**config.mk**
```make
export PLATFORM = sky130hd
export DESIGN_NAME = buf_dma_ctrl
export DESIGN_NICKNAME = d
export VERILOG_FILES = /design/src/rtl/buf_dma_pkg.sv /design/src/rtl/buf_dma_seq.sv /design/src/rtl/buf_dma_drv.sv /design/src/rtl/buf_dma_host.sv /design/src/rtl/buf_dma_ctrl.sv
export SDC_FILE = /design/constraint.sdc
export NUM_CORES = 1
export LEC_CHECK = 0
export BUFFER_PORTS_ARGS = -buffer_cell sky130_fd_sc_hd__clkbuf_2
export CORE_ASPECT_RATIO = 0.8
export CORE_UTILIZATION = 57
export CTS_CLUSTER_DIAMETER = 200
export CTS_CLUSTER_SIZE = 8
export DETAILED_ROUTE_END_ITERATION = 8
export PLACE_DENSITY = 0.79
export SLEW_MARGIN = 20
export SYNTH_ARGS = -nofsm -noshare
export SYNTH_HDL_FRONTEND = slang
export SYNTH_SLANG_ARGS = --single-unit
```
**constraint.sdc**
```tcl
create_clock -name clk_i -period 2.9 [get_ports clk_i]
set_clock_uncertainty 0.1 [all_clocks]
set_input_delay 0.58 -clock clk_i [delete_from_list [all_inputs] [get_ports clk_i]]
set_output_delay 0.58 -clock clk_i [all_outputs]
set_load 0.01 [all_outputs]
```
**src/rtl/buf_dma_pkg.sv**
```systemverilog
package buf_dma_pkg;
  typedef enum logic [2:0] {
    SEL_HADDR_LO = 3'd0,
    SEL_HADDR_HI = 3'd1,
    SEL_CNT_LO   = 3'd2,
    SEL_CTRL     = 3'd3,
    SEL_DADDR_LO = 3'd4,
    SEL_DADDR_HI = 3'd5,
    SEL_STS      = 3'd6
  } reg_sel_e;

  localparam int CTRL_EN_BIT   = 7;
  localparam int CTRL_FAST_BIT = 6;
  localparam int STS_CLR_BIT   = 0;
endpackage

```
**src/rtl/buf_dma_seq.sv**
```systemverilog
module buf_dma_seq #(
  parameter int AW       = 15,
  parameter int FAST_LEN = 4,
  parameter int SLOW_LEN = 12
) (
  input  logic          clk_i,
  input  logic          rst_ni,
  input  logic          fast_i,
  input  logic          drv_req_i,
  input  logic          host_req_i,
  input  logic [AW-1:0] drv_addr_i,
  input  logic [AW-1:0] host_addr_i,
  output logic          drv_gnt_o,
  output logic          host_gnt_o,
  output logic          rd_cap_o,
  output logic          rd_done_o,
  output logic          wr_done_o,
  output logic [AW-1:0] mem_addr_o,
  output logic          mem_oe_no,
  output logic          mem_we_no
);
  localparam int PW = $clog2(SLOW_LEN);
  localparam logic [PW-1:0] F_LAST = PW'(FAST_LEN - 1);
  localparam logic [PW-1:0] S_LAST = PW'(SLOW_LEN - 1);
  localparam logic [PW-1:0] F_S0   = PW'(FAST_LEN / 2 - 1);
  localparam logic [PW-1:0] S_S0   = PW'(SLOW_LEN / 2 - 1);

  logic          busy_q, wr_q;
  logic [PW-1:0] ph_q, last_q, s0_q, s1_c;
  logic [AW-1:0] addr_q;
  logic          end_c, strobe_c;

  assign drv_gnt_o  = !busy_q && drv_req_i;
  assign host_gnt_o = !busy_q && !drv_req_i && host_req_i;

  assign s1_c     = s0_q + 1'b1;
  assign end_c    = busy_q && (ph_q == last_q);
  assign strobe_c = busy_q && (ph_q == s0_q || ph_q == s1_c);

  always_ff @(posedge clk_i or negedge rst_ni) begin
    if (!rst_ni) begin
      busy_q <= 1'b0;
      wr_q   <= 1'b0;
      ph_q   <= '0;
      last_q <= S_LAST;
      s0_q   <= S_S0;
      addr_q <= '0;
    end else if (drv_gnt_o || host_gnt_o) begin
      busy_q <= 1'b1;
      wr_q   <= drv_gnt_o;
      ph_q   <= '0;
      last_q <= fast_i ? F_LAST : S_LAST;
      s0_q   <= fast_i ? F_S0 : S_S0;
      addr_q <= drv_gnt_o ? drv_addr_i : host_addr_i;
    end else if (busy_q) begin
      ph_q <= ph_q + 1'b1;
      if (end_c) busy_q <= 1'b0;
    end
  end

  assign mem_addr_o = addr_q;
  assign mem_oe_no  = !(strobe_c && !wr_q);
  assign mem_we_no  = !(strobe_c && wr_q);
  assign rd_cap_o   = busy_q && !wr_q && (ph_q == s1_c);
  assign rd_done_o  = end_c && !wr_q;
  assign wr_done_o  = end_c && wr_q;
endmodule

```
**src/rtl/buf_dma_drv.sv**
```systemverilog
module buf_dma_drv #(
  parameter int AW = 15,
  parameter int DW = 8
) (
  input  logic          clk_i,
  input  logic          rst_ni,
  input  logic          drv_valid_i,
  input  logic [DW-1:0] drv_data_i,
  input  logic          ld_lo_i,
  input  logic          ld_hi_i,
  input  logic [7:0]    ld_data_i,
  input  logic          lock_i,
  input  logic          gnt_i,
  input  logic          done_i,
  output logic          pend_o,
  output logic [AW-1:0] addr_o,
  output logic [DW-1:0] wdata_o
);
  logic          pend_q;
  logic [DW-1:0] data_q, hold_q;
  logic [AW-1:0] addr_q;

  always_ff @(posedge clk_i or negedge rst_ni) begin
    if (!rst_ni) begin
      pend_q <= 1'b0;
      data_q <= '0;
      hold_q <= '0;
      addr_q <= '0;
    end else begin
      // a new byte wins over the grant that empties the slot
      if (drv_valid_i) begin
        pend_q <= 1'b1;
        data_q <= drv_data_i;
      end else if (gnt_i) begin
        pend_q <= 1'b0;
      end
      if (gnt_i) hold_q <= data_q;
      if (done_i) begin
        addr_q <= addr_q + 1'b1;
      end else if (!lock_i) begin
        if (ld_lo_i) addr_q[7:0]    <= ld_data_i;
        if (ld_hi_i) addr_q[AW-1:8] <= ld_data_i[AW-9:0];
      end
    end
  end

  assign pend_o  = pend_q;
  assign addr_o  = addr_q;
  assign wdata_o = hold_q;
endmodule

```
**src/rtl/buf_dma_host.sv**
```systemverilog
module buf_dma_host
  import buf_dma_pkg::*;
#(
  parameter int AW = 15,
  parameter int CW = 12,
  parameter int DW = 8
) (
  input  logic          clk_i,
  input  logic          rst_ni,
  input  logic          reg_we_i,
  input  logic [2:0]    reg_sel_i,
  input  logic [7:0]    reg_wdata_i,
  input  logic          dack_ni,
  input  logic          rd_ni,
  input  logic          gnt_i,
  input  logic          cap_i,
  input  logic          done_i,
  input  logic [DW-1:0] mem_rdata_i,
  output logic          want_o,
  output logic [AW-1:0] addr_o,
  output logic          fast_o,
  output logic          lock_o,
  output logic          dreq_o,
  output logic [DW-1:0] hdata_o,
  output logic          hdata_oe_o,
  output logic          cmp_o
);
  logic          en_q, fast_q, unb_q, full_q, infl_q, dreq_q, dack_q, cmp_q;
  logic [AW-1:0] addr_q;
  logic [CW-1:0] cnt_q, new_cnt_c;
  logic [DW-1:0] lat_q;
  logic          lock_c, wr_ctrl_c, en_rise_c, deliver_c, finish_c, sts_clr_c;
  reg_sel_e      sel_c;

  assign sel_c     = reg_sel_e'(reg_sel_i);
  assign lock_c    = en_q || infl_q;
  assign wr_ctrl_c = reg_we_i && sel_c == SEL_CTRL;
  assign en_rise_c = wr_ctrl_c && !lock_c && reg_wdata_i[CTRL_EN_BIT];
  assign sts_clr_c = reg_we_i && sel_c == SEL_STS && reg_wdata_i[STS_CLR_BIT];
  assign new_cnt_c = {reg_wdata_i[CW-9:0], cnt_q[7:0]};
  assign deliver_c = !dack_q && dack_ni && full_q;
  assign finish_c  = en_q && !unb_q && cnt_q == '0 && !full_q && !infl_q;
  assign want_o    = en_q && !full_q && !infl_q && (unb_q || cnt_q != '0);

  always_ff @(posedge clk_i or negedge rst_ni) begin
    if (!rst_ni) begin
      en_q   <= 1'b0;
      fast_q <= 1'b0;
      unb_q  <= 1'b0;
      full_q <= 1'b0;
      infl_q <= 1'b0;
      dreq_q <= 1'b0;
      dack_q <= 1'b1;
      cmp_q  <= 1'b0;
      addr_q <= '0;
      cnt_q  <= '0;
      lat_q  <= '0;
    end else begin
      dack_q <= dack_ni;
      if (gnt_i) infl_q <= 1'b1;
      else if (done_i) infl_q <= 1'b0;
      if (cap_i) lat_q <= mem_rdata_i;

      if (done_i) begin
        addr_q <= addr_q + 1'b1;
        if (!unb_q) cnt_q <= cnt_q - 1'b1;
        full_q <= en_q;
      end else begin
        if (deliver_c || !en_q) full_q <= 1'b0;
        if (reg_we_i && !lock_c) begin
          unique case (sel_c)
            SEL_HADDR_LO: addr_q[7:0]    <= reg_wdata_i;
            SEL_HADDR_HI: addr_q[AW-1:8] <= reg_wdata_i[AW-9:0];
            SEL_CNT_LO:   cnt_q[7:0]     <= reg_wdata_i;
            SEL_CTRL: begin
              cnt_q[CW-1:8] <= reg_wdata_i[CW-9:0];
              fast_q        <= reg_wdata_i[CTRL_FAST_BIT];
            end
            default: ;
          endcase
        end
      end

      if (finish_c) en_q <= 1'b0;
      else if (wr_ctrl_c && !reg_wdata_i[CTRL_EN_BIT]) en_q <= 1'b0;
      else if (en_rise_c) en_q <= 1'b1;

      if (en_rise_c) unb_q <= (new_cnt_c == '0);

      if (finish_c) cmp_q <= 1'b1;
      else if (en_rise_c || sts_clr_c) cmp_q <= 1'b0;

      dreq_q <= en_q && full_q && dack_ni && !deliver_c;
    end
  end

  assign addr_o     = addr_q;
  assign fast_o     = fast_q;
  assign lock_o     = lock_c;
  assign dreq_o     = dreq_q;
  assign hdata_o    = lat_q;
  assign hdata_oe_o = !dack_ni && !rd_ni;
  assign cmp_o      = cmp_q;
endmodule

```
**src/rtl/buf_dma_ctrl.sv**
```systemverilog
module buf_dma_ctrl
  import buf_dma_pkg::*;
#(
  parameter int AW       = 15,
  parameter int CW       = 12,
  parameter int DW       = 8,
  parameter int FAST_LEN = 4,
  parameter int SLOW_LEN = 12
) (
  input  logic          clk_i,
  input  logic          rst_ni,
  input  logic          reg_we_i,
  input  logic [2:0]    reg_sel_i,
  input  logic [7:0]    reg_wdata_i,
  output logic          dreq_o,
  input  logic          dack_ni,
  input  logic          rd_ni,
  output logic [DW-1:0] hdata_o,
  output logic          hdata_oe_o,
  output logic          cmp_o,
  input  logic          drv_valid_i,
  input  logic [DW-1:0] drv_data_i,
  output logic [AW-1:0] mem_addr_o,
  output logic          mem_oe_no,
  output logic          mem_we_no,
  output logic [DW-1:0] mem_wdata_o,
  input  logic [DW-1:0] mem_rdata_i
);
  logic          host_want, host_gnt, drv_gnt, rd_cap, rd_done, wr_done;
  logic          fast, lock, drv_pend, ld_lo, ld_hi;
  logic [AW-1:0] host_addr, drv_addr;

  assign ld_lo = reg_we_i && reg_sel_e'(reg_sel_i) == SEL_DADDR_LO;
  assign ld_hi = reg_we_i && reg_sel_e'(reg_sel_i) == SEL_DADDR_HI;

  buf_dma_host #(.AW(AW), .CW(CW), .DW(DW)) u_host (
    .clk_i       (clk_i),
    .rst_ni      (rst_ni),
    .reg_we_i    (reg_we_i),
    .reg_sel_i   (reg_sel_i),
    .reg_wdata_i (reg_wdata_i),
    .dack_ni     (dack_ni),
    .rd_ni       (rd_ni),
    .gnt_i       (host_gnt),
    .cap_i       (rd_cap),
    .done_i      (rd_done),
    .mem_rdata_i (mem_rdata_i),
    .want_o      (host_want),
    .addr_o      (host_addr),
    .fast_o      (fast),
    .lock_o      (lock),
    .dreq_o      (dreq_o),
    .hdata_o     (hdata_o),
    .hdata_oe_o  (hdata_oe_o),
    .cmp_o       (cmp_o)
  );

  buf_dma_drv #(.AW(AW), .DW(DW)) u_drv (
    .clk_i       (clk_i),
    .rst_ni      (rst_ni),
    .drv_valid_i (drv_valid_i),
    .drv_data_i  (drv_data_i),
    .ld_lo_i     (ld_lo),
    .ld_hi_i     (ld_hi),
    .ld_data_i   (reg_wdata_i),
    .lock_i      (lock),
    .gnt_i       (drv_gnt),
    .done_i      (wr_done),
    .pend_o      (drv_pend),
    .addr_o      (drv_addr),
    .wdata_o     (mem_wdata_o)
  );

  buf_dma_seq #(.AW(AW), .FAST_LEN(FAST_LEN), .SLOW_LEN(SLOW_LEN)) u_seq (
    .clk_i       (clk_i),
    .rst_ni      (rst_ni),
    .fast_i      (fast),
    .drv_req_i   (drv_pend),
    .host_req_i  (host_want),
    .drv_addr_i  (drv_addr),
    .host_addr_i (host_addr),
    .drv_gnt_o   (drv_gnt),
    .host_gnt_o  (host_gnt),
    .rd_cap_o    (rd_cap),
    .rd_done_o   (rd_done),
    .wr_done_o   (wr_done),
    .mem_addr_o  (mem_addr_o),
    .mem_oe_no   (mem_oe_no),
    .mem_we_no   (mem_we_no)
  );
endmodule

```
# Word-level counts from Yosys, hierarchy flattened
# Cells that the tools add are included.
# Widths: inputs -> output; s select.
classes:
  n_reduce_logical: 78
  mux: 32
  add_sub_neg: 5
  bitwise_logic: 1
  eq_ne: 11
op_table:
  columns: ["op", "count"]
  rows:
  - ["$mux 15", 5]
  - ["$mux 12", 3]
  - ["$logic_and 1x1->1", 33]
  - ["$add 15x1->15 const B", 2]
  - ["$logic_not 12->1", 2]
  - ["$mux 8", 3]
  - ["$reduce_bool 2->1", 12]
  - ["$mux 4", 4]
  - ["$logic_not 1->1", 15]
  - ["$mux 1", 14]
  - ["$mux 7", 2]
  - ["$eq 4x4->1", 3]
  - ["$reduce_bool 12->1", 1]
  - ["$sub 12x1->12 const B", 1]
  - ["$eq 3x3->1 const B", 3]
  - ["$reduce_and 3->1", 3]
  - ["$add 4x1->4 const B", 2]
  - ["$reduce_and 2->1", 4]
  - ["$eq 3x2->1 const B", 2]
  - ["$logic_or 1x1->1", 6]
  - ["$ne 2x2->1 const B", 2]
  - ["$eq 3x1->1 const B", 1]
  - ["$logic_not 3->1", 1]
  - ["$mux 3", 1]
  - ["2 further kinds", 2]
totals:
  in_bits: 33
  word_cells: 151
  regBits: 104
  output_inout_bits: 36

# Logic depth before layout (Yosys ltp)
depth:
  word_depth: 7
  depth_mapped: 9
  ltp_nobuf: 7

# Hierarchy
# A second synthesis with hierarchy kept.
hier_totals:
  hier_cells: 501
  hier_area_um2: 5175.0
modules_own_cells:
  columns: ["mod", "n_inst", "seq_area_each_um2", "cells_per_inst", "area_each_um2"]
  rows:
  - ["buf_dma_host", 1, 1077.3, 235, 2412.3]
  - ["buf_dma_drv", 1, 800.8, 141, 1546.5]
  - ["buf_dma_seq", 1, 551.8, 123, 1192.4]
  - ["buf_dma_ctrl", 1, 0.0, 2, 23.8]

# Least setup slack after synthesis
# Ideal clock, no wire load.
synth_path:
  kind: "reg2reg"
  start: "register u_seq.last_q[3]"
  end: "register u_drv.addr_q[14] (netlist: u_drv.addr_o[14])"
  path_stages_with_launch: 7
  required_ns: 2.663
  setup_ns: 0.137
  arrival_ns: 1.958
  period_less_slack_ns: 2.195
  path_slack_ns: 0.705
  n_path_buf: 1
  cell_sequence: "dfstp_2 xor2_1 or4_1 buf_2 or3_4 o211ai_2 o311ai_2"
synth_between:
  elab_chain_cells: 5
  elab_cells_between_ends: 7
  cone_classes: "eq/ne (2); mux (1); reduce/logical (4)"
synth_rtl:
  columns: ["item", "line", "text"]
  rows:
  - ["from (decl)", "buf_dma_seq.sv:29", "logic [PW-1:0] ph_q, last_q, s0_q, s1_c;"]
  - ["from (signal assigned)", "buf_dma_seq.sv:52", "last_q <= fast_i ? F_LAST : S_LAST;"]
  - ["$eq 4x4->1 (*)", "buf_dma_seq.sv:37", "assign end_c = busy_q && (ph_q == last_q);"]
  - ["$logic_and 1x1->1 (*)", "buf_dma_seq.sv:37", null]
  - ["$logic_and 1x1->1 (*)", "buf_dma_seq.sv:66", "assign wr_done_o = end_c && wr_q;"]
  - ["$ne 2x2->1 (no source line) or $reduce_bool 2->1 (tied branches)", null, null]
  - ["$reduce_and 2->1 (no source line)", null, null]
  - ["to (signal assigned)", "buf_dma_drv.sv:39", "addr_q <= addr_q + 1'b1;"]
  - ["to (signal, indexed assignment)", "buf_dma_drv.sv:42", "if (ld_hi_i) addr_q[AW-1:8] <= ld_data_i[AW-9:0];"]
  - ["to (decl)", "buf_dma_drv.sv:21", "logic [AW-1:0] addr_q;"]
# Every way passes the cells marked *; elsewhere a longest branch is shown, timed or not.
# A chain may end at the register's enable or synchronous reset.

# Final worst setup path
layout_path:
  start: "register u_seq.last_q[3]"
  end: "register u_drv.addr_q[12] (netlist: u_drv.addr_o[12])"
# The elaborated chain is that of the path after synthesis.

==> impl_metrics.csv <==
group,metric,value,unit
critical_path,startpoint_type,"flip-flop",
yosys,synth_top_area_frac,0.491,
clocking,clockRootBuffer,"clkbuf_8",
clocking,insertion_delay,360,ps
routing,drc,0,
critical_path,crit_slowest_cell,"or4_1",
sta,relSlewSlack,0.473,
clocking,clk_pin_slew,100,ps
global_routing,grt_max_degree,61,
placement,placed_area,5310,µm²
global_routing,gr-usage-all-layers,0.292,
routing,drtIter0Drc,279,
routing,antenna_left,0,
yosys,yosys-top-cells-area,"dfrtp_1 49%, nand2_1 5.2%, nor2_1 4.5%",
yosys,synth.most_common_cell,"dfrtp_1",
yosys,synth_common_cells,"95 x dfrtp_1, 67 x nand2_1, 58 x nor2_1",
layout,antenna_cells,0,
sta,finalHoldViolCount,0,
floorplan,die_w,105,µm
placement,dp.cells,664,
sta,rsz0062_at_grt,"no",
critical_path,crit_path_max_fanout,16,
placement,place.gp.congestion,0.945,
yosys,synth_edf_count,0,
clocking,post-cts-setup-buffers,0,
sta,fmax,390,MHz
yosys,ys.flop_type,"dfrtp_1",
sta,drv_slew,0,
hold_path,min-delay-path-class,"primary input to async pin",
critical_path,ff2ff_path_depth,5,
critical_path,reg2reg_to,"u_drv.addr_o[12]$_DFFE_PN0P_",
yosys,syn_inst,502,
global_routing,gr-total-overflow,0,
floorplan,placementRows,29,
sta,min_period_over_period,0.885,
layout,final_cell_area,5480,µm²
routing,firstDrtPassIters,5,
floorplan,start_util,0.599,
global_routing,antenna_found_initial,0,
routing,drt-wirelength-per-cell,17.7,µm
critical_path,worstSetupPathType,"flip-flop to flip-flop",
yosys,synth_seq_cells,97,
layout,multi_input_area,2260,µm²
yosys,synthesis.nets,542,
routing,viasPerCell,6.22,
yosys,async_flop_share,1.00,
pwr,p_per_area,910,nW/µm²
yosys,yosys_warnings,0,
layout,syn_to_final_growth,13.0,%
clocking,cts_resized,0,
pwr,vdd_drop_max,0.591,mV
job,cap_violations,0,
layout,fillerInstances,683,
critical_path,cpMostUsedCell,"a211oi_1",
routing,totalWireLength,12.0,mm
clocking,postCtsHoldBufs,0,
clocking,cts.sinks,97,
floorplan,die_area,8880,µm²
yosys,netlist.top_cell.by_area,"dfrtp_1",
routing,vias,4229,
critical_path,timing.critical_path.from,"u_seq.last_q[3]$_DFFE_PN1P_",
floorplan,die_h,84.5,µm
yosys,synth.cell_area,4850,µm²
clocking,htree_levels,3,
critical_path,timing.rr.start,"u_seq.last_q[3]$_DFFE_PN1P_",
yosys,synth.avg_cell_area,9.65,µm²
global_routing,grt_pass1_wl,20.4,mm
critical_path,required,3070,ps
yosys,synth_cell_types,61,
critical_path,reg2reg_slack,330,ps
critical_path,crit_chain,"xor2_1 > or4_1 > nor3_1 > a211oi_1 > a211oi_1",
layout,drive_above_1_share,0.217,
sta,finalSetupViolCount,0,
floorplan,pin_count,69,
clocking,cts_tree,"yes",
floorplan,core_area,8090,µm²
clocking,clockBufferDepth,2,
sta,worst_slew_pin_slew,789,ps
layout,regArea,2430,µm²
placement,port_buffers,68,
sta,layout_min_cycle_time,2570,ps
layout,num-nets-final,607,
global_routing,grt_pass1_vias,4152,
critical_path,end_kind,"flip-flop",
critical_path,cp_data_arrival_time,2740,ps
yosys,synth_seq_area_share,0.501,
clocking,cts_inserted_buffers,9,
pwr,p_leak,0.00241,µW
sta,setup_tns,0,ps
status,status,"complete, no violations",
layout,final_cells,680,
placement,place_hpwl,8.43,mm
critical_path,slowest_delay,770,ps
-- placed cells by master (no fill, tap or decap), drive strengths merged, types with 16 or more instances in the layout --
cell / count
a211oi: 16
a21oi: 30
clkbuf: 76
dfrtp: 95
mux2: 17
nand2: 67
nand3: 19
nor2: 58
nor3: 18
-- layout make-up --
class,instances,share of cell area
clock inverter,7,0.00846
sequential,97,0.444
inverter,14,0.00960
multi-input combinational,368,0.414
clock buffer,9,0.0226
tap,108,0.0247
timing repair buffer,77,0.0772
-- where the power goes --
group | switching (µW) | internal, µW | total, µW
clock | 478 | 312 | 790
sequential | 577 | 1910 | 2480
combinational | 941 | 765 | 1710
total | 2000 | 2980 | 4980
-- critical path: cells and delay by family, from the launching register on --
family                    cells  cell delay (ps)
and+or+nand+nor               2             1300
DFF                           1              570
xor gates and xnor gates      1              140
AOI/OAI and AO/OA             2              360
-- registers in the layout (all words and copies together) (netlist names), 4 cells and up --
signal	flops
u_drv.addr_o	15
u_drv.wdata_o	8
u_host.cnt_q	12
u_seq.mem_addr_o	15
u_host.hdata_o	8
u_seq.ph_q	4
u_host.addr_o	15
u_drv.data_q	8
-- per-layer routing --
metal | part of all wire | routed length (µm) | track usage
met5 | 0 | 0 | 0
met4 | 0.022 | 267 | 0.0909
met3 | 0.087 | 1050 | 0.0714
met2 | 0.44 | 5300 | 0.444
met1 | 0.45 | 5400 | 0.416
-- worst max path at each step --
stage	to	slack (ps)	depth (start not counted)
floorplan	u_drv.addr_o[14]$_DFFE_PN0P_	700	6
global placement	u_drv.addr_o[14]$_DFFE_PN0P_	450	5
detailed placement	u_drv.addr_o[14]$_DFFE_PN0P_	380	5
CTS	u_drv.addr_o[12]$_DFFE_PN0P_	350	5
global route	u_drv.addr_o[12]$_DFFE_PN0P_	220	5
finish	u_drv.addr_o[12]$_DFFE_PN0P_	330	5
-- cells by family (layout without fill, tap and decap cells) --
group                      after synthesis  in the layout  share of synthesized area
AOI/OAI and AO/OA                      109            109                      0.154
and+or+nand+nor                        217            217                      0.220
DFF                                     97             97                      0.501
xor gates and xnor gates                 4              4                    0.00723
adders and majority gates                7              7                     0.0181
buffers and inverters                   37            107                     0.0312
muxes                                   31             31                     0.0684
-- metrics by stage --
| step | total power (µW) | util | setup WS (ps) | hold WS (ps) |
|---|---|---|---|---|
| global route | 5340 | 0.677 | 221 | 108 |
| finish | 4980 | 0.677 | 335 | 84.8 |
| global placement | 4100 | 0.656 | 453 | 343 |
| floorplan | 3540 | - | 705 | 184 |
| CTS | 4980 | 0.677 | 354 | 86.5 |
| detailed placement | 4180 | 0.656 | 385 | 351 |
No activity file was read; power rests on OpenSTA's default activity.
